[src/rtl/asp_pkg.sv]
package asp_pkg;

    localparam int CT_W = 3;

    typedef enum logic [CT_W-1:0] {
        CY_CPU  = 3'd0,
        CY_DMA  = 3'd1,
        CY_DMAB = 3'd2,
        CY_REF  = 3'd3,
        CY_EISA = 3'd4,
        CY_ISA  = 3'd5,
        CY_RSV6 = 3'd6,
        CY_RSV7 = 3'd7
    } cyc_e;

    typedef enum logic [1:0] {
        PH_IDLE = 2'd0,
        PH_RUN  = 2'd1,
        PH_GAP  = 2'd2
    } phase_e;

    // active-low control word, one bit per line
    typedef struct packed {
        logic hst2la;
        logic la2sa;
        logic la2hst;
        logic sa2la;
        logic hst_lat;
        logic la_lat;
        logic sa_lat;
    } ctl_t;

    localparam ctl_t CTL_OFF = '{default: 1'b1};

    function automatic logic type_ok(input logic [CT_W-1:0] t);
        return (t != CY_RSV6) && (t != CY_RSV7);
    endfunction

    function automatic logic drives_la(input cyc_e t);
        return (t == CY_CPU) || (t == CY_DMA) || (t == CY_DMAB) || (t == CY_REF);
    endfunction

    function automatic logic drives_sa(input cyc_e t);
        return drives_la(t) || (t == CY_EISA);
    endfunction

    function automatic logic is_master(input cyc_e t);
        return (t == CY_EISA) || (t == CY_ISA);
    endfunction

    function automatic logic uses_sa_latch(input cyc_e t);
        return (t == CY_CPU) || (t == CY_DMA) || (t == CY_DMAB) || (t == CY_EISA);
    endfunction

endpackage

[src/rtl/asp_seq.sv]
module asp_seq
    import asp_pkg::*;
#(
    parameter int GAP_CLKS = 1
) (
    input  logic             clk,
    input  logic             rst_n,
    input  logic [CT_W-1:0]  cyc_type,
    input  logic             cyc_start,
    input  logic             cyc_done,
    input  logic             pipe_req,
    output phase_e           cur_ph,
    output phase_e           nxt_ph,
    output cyc_e             nxt_typ,
    output logic             nxt_first,
    output logic             nxt_piped,
    output logic             nxt_rep
);

    localparam int CNT_W = (GAP_CLKS > 1) ? $clog2(GAP_CLKS) : 1;
    localparam logic [CNT_W-1:0] GAP_LOAD = CNT_W'(GAP_CLKS - 1);

    typedef struct packed {
        phase_e           ph;
        cyc_e             typ;
        logic             first;
        logic             piped;
        logic             rep;
        logic [CNT_W-1:0] cnt;
        cyc_e             pend;
        logic             pend_pipe;
    } seq_t;

    seq_t s_d, s_q;
    logic start_ok;

    assign start_ok = cyc_start && type_ok(cyc_type);

    always_comb begin
        s_d       = s_q;
        s_d.first = 1'b0;
        s_d.rep   = 1'b0;
        case (s_q.ph)
            PH_IDLE: begin
                if (start_ok) begin
                    s_d.ph    = PH_RUN;
                    s_d.typ   = cyc_e'(cyc_type);
                    s_d.first = 1'b1;
                    s_d.piped = pipe_req;
                end
            end
            PH_RUN: begin
                if (cyc_done) begin
                    if (start_ok && (cyc_e'(cyc_type) == s_q.typ)) begin
                        s_d.first = 1'b1;
                        s_d.piped = pipe_req;
                    end else if (start_ok) begin
                        s_d.ph        = PH_GAP;
                        s_d.cnt       = GAP_LOAD;
                        s_d.pend      = cyc_e'(cyc_type);
                        s_d.pend_pipe = pipe_req;
                    end else begin
                        s_d.ph = PH_IDLE;
                    end
                end else if (pipe_req && (s_q.typ == CY_DMAB)) begin
                    s_d.rep = 1'b1;
                end
            end
            PH_GAP: begin
                if (s_q.cnt == '0) begin
                    s_d.ph    = PH_RUN;
                    s_d.typ   = s_q.pend;
                    s_d.first = 1'b1;
                    s_d.piped = s_q.pend_pipe;
                end else begin
                    s_d.cnt = s_q.cnt - 1'b1;
                end
            end
            default: s_d.ph = PH_IDLE;
        endcase
    end

    always_ff @(posedge clk or negedge rst_n) begin
        if (!rst_n) begin
            s_q <= '{ph: PH_IDLE, typ: CY_CPU, first: 1'b0, piped: 1'b0, rep: 1'b0,
                     cnt: '0, pend: CY_CPU, pend_pipe: 1'b0};
        end else begin
            s_q <= s_d;
        end
    end

    assign cur_ph    = s_q.ph;
    assign nxt_ph    = s_d.ph;
    assign nxt_typ   = s_d.typ;
    assign nxt_first = s_d.first;
    assign nxt_piped = s_d.piped;
    assign nxt_rep   = s_d.rep;

    // a running cycle keeps its type until the slave terminates it
    p_run_hold_r11: assert property (@(posedge clk) disable iff (!rst_n)
        (s_q.ph == PH_RUN && !cyc_done) |=> (s_q.ph == PH_RUN && $stable(s_q.typ)));

    // idle stays idle unless a valid start arrives
    p_idle_hold_r12: assert property (@(posedge clk) disable iff (!rst_n)
        (s_q.ph == PH_IDLE && !start_ok) |=> (s_q.ph == PH_IDLE));

    // a gap always ends in a running cycle
    p_gap_exit_r10: assert property (@(posedge clk) disable iff (!rst_n)
        (s_q.ph == PH_GAP && s_q.cnt == '0) |=> (s_q.ph == PH_RUN && s_q.first));

endmodule

[src/rtl/asp_drive.sv]
module asp_drive
    import asp_pkg::*;
(
    input  logic   clk,
    input  logic   rst_n,
    input  phase_e nxt_ph,
    input  cyc_e   nxt_typ,
    input  logic   nxt_first,
    input  logic   nxt_piped,
    input  logic   nxt_rep,
    output ctl_t   ctl_n
);

    ctl_t out_d, out_q;
    logic run;

    assign run = (nxt_ph == PH_RUN);

    always_comb begin
        out_d         = CTL_OFF;
        out_d.hst2la  = ~(run && drives_la(nxt_typ));
        out_d.la2sa   = ~(run && drives_sa(nxt_typ));
        out_d.la2hst  = ~(run && is_master(nxt_typ));
        out_d.sa2la   = ~(run && (nxt_typ == CY_ISA));
        out_d.hst_lat = ~(run && nxt_first && is_master(nxt_typ));
        out_d.la_lat  = ~(run && nxt_first && nxt_piped && (nxt_typ == CY_CPU));
        out_d.sa_lat  = ~(run && ((nxt_first && uses_sa_latch(nxt_typ)) || nxt_rep));
    end

    always_ff @(posedge clk or negedge rst_n) begin
        if (!rst_n) begin
            out_q <= CTL_OFF;
        end else begin
            out_q <= out_d;
        end
    end

    assign ctl_n = out_q;

    p_host_pair_r9: assert property (@(posedge clk) disable iff (!rst_n)
        !(!out_q.hst2la && !out_q.la2hst));

    p_sa_pair_r9: assert property (@(posedge clk) disable iff (!rst_n)
        !(!out_q.la2sa && !out_q.sa2la));

    // a facing driver is released for at least one clock before the other turns on
    p_host_gap_r10: assert property (@(posedge clk) disable iff (!rst_n)
        !out_q.hst2la |-> $past(out_q.la2hst));

    p_sa_gap_r10: assert property (@(posedge clk) disable iff (!rst_n)
        !out_q.sa2la |-> $past(out_q.la2sa));

    p_hlat_src_r6: assert property (@(posedge clk) disable iff (!rst_n)
        !out_q.hst_lat |-> !out_q.la2hst);

    p_llat_src_r7: assert property (@(posedge clk) disable iff (!rst_n)
        !out_q.la_lat |-> !out_q.hst2la);

    p_slat_src_r8: assert property (@(posedge clk) disable iff (!rst_n)
        !out_q.sa_lat |-> !out_q.la2sa);

endmodule

[src/rtl/asp_steer.sv]
module asp_steer
    import asp_pkg::*;
#(
    parameter int GAP_CLKS = 1
) (
    input  logic       clk,
    input  logic       rst_n,
    input  logic [2:0] cyc_type,
    input  logic       cyc_start,
    input  logic       cyc_done,
    input  logic       pipe_req,
    output logic       hst2la_oe_n,
    output logic       la2sa_oe_n,
    output logic       la2hst_oe_n,
    output logic       sa2la_oe_n,
    output logic       hst_lat_n,
    output logic       la_lat_n,
    output logic       sa_lat_n
);

    phase_e cur_ph, nxt_ph;
    cyc_e   nxt_typ;
    logic   nxt_first, nxt_piped, nxt_rep;
    ctl_t   ctl_n;

    asp_seq #(.GAP_CLKS(GAP_CLKS)) u_seq (
        .clk       (clk),
        .rst_n     (rst_n),
        .cyc_type  (cyc_type),
        .cyc_start (cyc_start),
        .cyc_done  (cyc_done),
        .pipe_req  (pipe_req),
        .cur_ph    (cur_ph),
        .nxt_ph    (nxt_ph),
        .nxt_typ   (nxt_typ),
        .nxt_first (nxt_first),
        .nxt_piped (nxt_piped),
        .nxt_rep   (nxt_rep)
    );

    asp_drive u_drive (
        .clk       (clk),
        .rst_n     (rst_n),
        .nxt_ph    (nxt_ph),
        .nxt_typ   (nxt_typ),
        .nxt_first (nxt_first),
        .nxt_piped (nxt_piped),
        .nxt_rep   (nxt_rep),
        .ctl_n     (ctl_n)
    );

    assign hst2la_oe_n = ctl_n.hst2la;
    assign la2sa_oe_n  = ctl_n.la2sa;
    assign la2hst_oe_n = ctl_n.la2hst;
    assign sa2la_oe_n  = ctl_n.sa2la;
    assign hst_lat_n   = ctl_n.hst_lat;
    assign la_lat_n    = ctl_n.la_lat;
    assign sa_lat_n    = ctl_n.sa_lat;

    // no cycle in progress: every line released
    p_idle_quiet_r1: assert property (@(posedge clk) disable iff (!rst_n)
        (cur_ph != PH_RUN) |-> (&{hst2la_oe_n, la2sa_oe_n, la2hst_oe_n, sa2la_oe_n,
                                  hst_lat_n, la_lat_n, sa_lat_n}));

endmodule

[config.mk]
export PLATFORM = sky130hd
export DESIGN_NAME = asp_steer
export DESIGN_NICKNAME = d
export VERILOG_FILES = /design/src/rtl/asp_pkg.sv /design/src/rtl/asp_seq.sv /design/src/rtl/asp_drive.sv /design/src/rtl/asp_steer.sv
export SDC_FILE = /design/constraint.sdc
export NUM_CORES = 1
export LEC_CHECK = 0
export ABC_AREA = 1
export CAP_MARGIN = 5
export CORE_MARGIN = 2
export CORE_UTILIZATION = 46
export DETAILED_ROUTE_END_ITERATION = 10
export PLACE_DENSITY = 0.76
export SYNTH_ARGS = -nofsm -noshare
export SYNTH_HDL_FRONTEND = slang
export SYNTH_HIERARCHICAL = 1
export SYNTH_SLANG_ARGS = --single-unit
export TNS_END_PERCENT = 100
[constraint.sdc]
create_clock -name clk -period 1.4 [get_ports clk]
set_clock_uncertainty 0.15 [all_clocks]
set_input_delay 0.21 -clock clk [delete_from_list [all_inputs] [get_ports clk]]
set_output_delay 0.21 -clock clk [all_outputs]
set_load 0.02 [all_outputs]
==> impl_metrics.toml <==
[clock_network]
cts_tree = "done"
cts_root_buf = "clkbuf_4"
cts.path.max_buffers = 2
clock-sinks = 17
clkSlewWorstSetupHoldPaths_ps = 90
numCtsBuffers = 3
clk_latency_ps = 270
htreeDepth = 1

[routing]
first_iter_violations = 36
first_pass_iters = 5
drtAntennaViolNets = 0
viasPerCell = 5.12
routed_wl_mm = 2.72
drt-wirelength-per-cell_microns = 14.7
vias = 948
drc = 0

[min_path]
hold_path_class = "input pin to async pin"

[timing]
worstMarginPinSlew_ps = 448
setup_tns_ps = -2000
max_freq_mhz = 632
period_needed_ps = 1580
slew_violations = 0
min_period_over_period = 1.13
setup_ws_ps = -182
holdWs_ps = 99.8
setup_violations = 15
slew_headroom = 0.700
rsz0062_at_grt = "yes"
finalHoldViolCount = 0

[layout]
layout-drive-gt1-share = 0.569
nNetsFinal = 169
fin_area_sq_um = 1420
antenna_cells = 0
final_core_util = 0.804
n_fill_cell = 117
instances_no_fill = 185
area_growth_pct = 61.6

[logic_synthesis]
syn_area_per_cell_sq_um = 8.20
synth.yosys.warnings = 6
syn_inst = 107
synthesis.area_sq_um = 877
synth_fp_nets = 115

[worst_setup_path]
path_max_fanout = 5
start_kind = "register"
crit_chain = "inv_2, buf_6, nor2_4, nand4_1, nand2_1, inv_1, a21oi_2, nand2_1, nand2_1, nand2_1"
criticalPathCategory = "register to register"
cp-end-kind = "register"
critPathMaxStageDelay_ps = 430
critPathArrivalTime_ps = 1640
r2r_cells = 10
slowest_stage = "dfrtp_1"
required_ps = 1460
crit_top_cell = "nand2_1"

[placed_design]
place.gp.congestion = 0.940
io_buffers = 14
dpl.hpwl_mm = 1.63
place_area_sq_um = 1200
placed_cells = 165
pre_cts_ws_ps = -549

[die]
rows = 15
start_util = 0.497
ios = 15
die_y_microns = 47.7
die_w_microns = 47.7
die-area_sq_um = 2270
core-area_sq_um = 1760

[power_and_ir_drop]
vdd.ir_drop.worst_mv = 1.37
total_power_mw = 2.48
p_leak_nw = 0.690
power-per-cell-area_nw_per_um2 = 1750

[run_status]
violations = "negative setup slack"
status = "finished with violations"

[grt]
grt_pass1_vias = 868
grt_max_degree = 18
grt_use_total = 0.251
grt_overflow = 0
grt_antenna_before_repair = 0
grt_pass1_wl_mm = 3.92

[flow_run]
maxCapViolCount = 0
-- repair_timing --
item | 4_1_cts | 5_1_grt
hold buffers | 0 | 0
endpoints found under the setup margin | 21 | 15
resized for setup | 54 | 13
setup buffers | 9 | 7
pin swaps | 14 | 9
cloned | 0 | 0
-- report_power, final --
part	switching [mW]	internal, mW	total (mW)
registers	0.131	0.696	0.827
logic	0.767	0.647	1.41
clock network	0.134	0.110	0.244
-- sequential cells by signal, summed over array words and instances (netlist names) --
signal / cells
u_drive/ctl_n: 7
u_seq/cur_ph: 2
u_seq/s_q: 8
-- cell type report --
| type | count | area [sq um] | area share |
|---|---|---|---|
| multi-input cells | 73 | 475 | 0.335 |
| flip-flops and latches | 17 | 434 | 0.306 |
| repair buffers | 49 | 382 | 0.269 |
| inverters | 17 | 68.8 | 0.0485 |
| well taps | 25 | 31.3 | 0.0221 |
| clock buffers | 4 | 26.3 | 0.0185 |
-- cell usage in the layout (no fill, tap or decap) --
| master | count |
|---|---|
| dfstp_2 | 7 |
| nand4_1 | 4 |
| o21ai_2 | 3 |
| o21ai_1 | 4 |
| nand2_4 | 1 |
| nand2_2 | 12 |
| clkbuf_1 | 1 |
| inv_1 | 9 |
| nand3_2 | 2 |
| clkdlybuf4s50_1 | 3 |
| nor4_1 | 1 |
| nand4_4 | 1 |
| buf_6 | 5 |
| o21ai_4 | 1 |
| buf_4 | 30 |
| dlygate4sd2_1 | 4 |
| nor2_1 | 1 |
| clkbuf_4 | 3 |
| a31oi_2 | 1 |
| buf_2 | 7 |
| dfrtp_1 | 10 |
| inv_4 | 2 |
| inv_2 | 6 |
| nor2_2 | 3 |
| a21oi_4 | 1 |
| nand3_1 | 3 |
| nor2_4 | 4 |
| nor3_4 | 1 |
| o211ai_1 | 2 |
| a21oi_2 | 1 |
| a21oi_1 | 1 |
| nand2_1 | 26 |
-- worst max-delay path, delay by kind of cell, from the launching register on --
kind	cells	cell delay [ps]
and+or+nand+nor	6	530
DFF	1	430
buffers and inverters	3	300
AOI/OAI and AO/OA	1	100
-- routing by layer --
layer / vias to the layer above / part of all wire / global-route usage
met5: - / 0 / 0
li1: 453 / - / -
met1: 453 / 0.41 / 0.323
met3: 5 / 0.060 / 0.0113
met2: 37 / 0.51 / 0.454
met4: 0 / 0.014 / 0.0811
-- path summary, 6_finish.rpt --
| path | start | end | slack [ps] |
|---|---|---|---|
| max in group asynchronous | rst_n | u_drive/ctl_n[0]$_DFF_PN1_ | 750 |
| min reg2reg | u_seq/s_q[1]$_DFFE_PN0P_ | u_seq/s_q[1]$_DFFE_PN0P_ | 360 |
| min in group clk | cyc_type[2] | u_seq/s_q[3]$_DFFE_PN0P_ | 330 |
| max | u_seq/cur_ph[0]$_DFF_PN0_ | u_drive/ctl_n[0]$_DFF_PN1_ | -180 |
| max reg2reg | u_seq/cur_ph[0]$_DFF_PN0_ | u_drive/ctl_n[0]$_DFF_PN1_ | -180 |
| min | rst_n | u_seq/s_q[9]$_DFF_PN0_ | 100 |
Note: power is estimated with default switching activity, not from simulation.
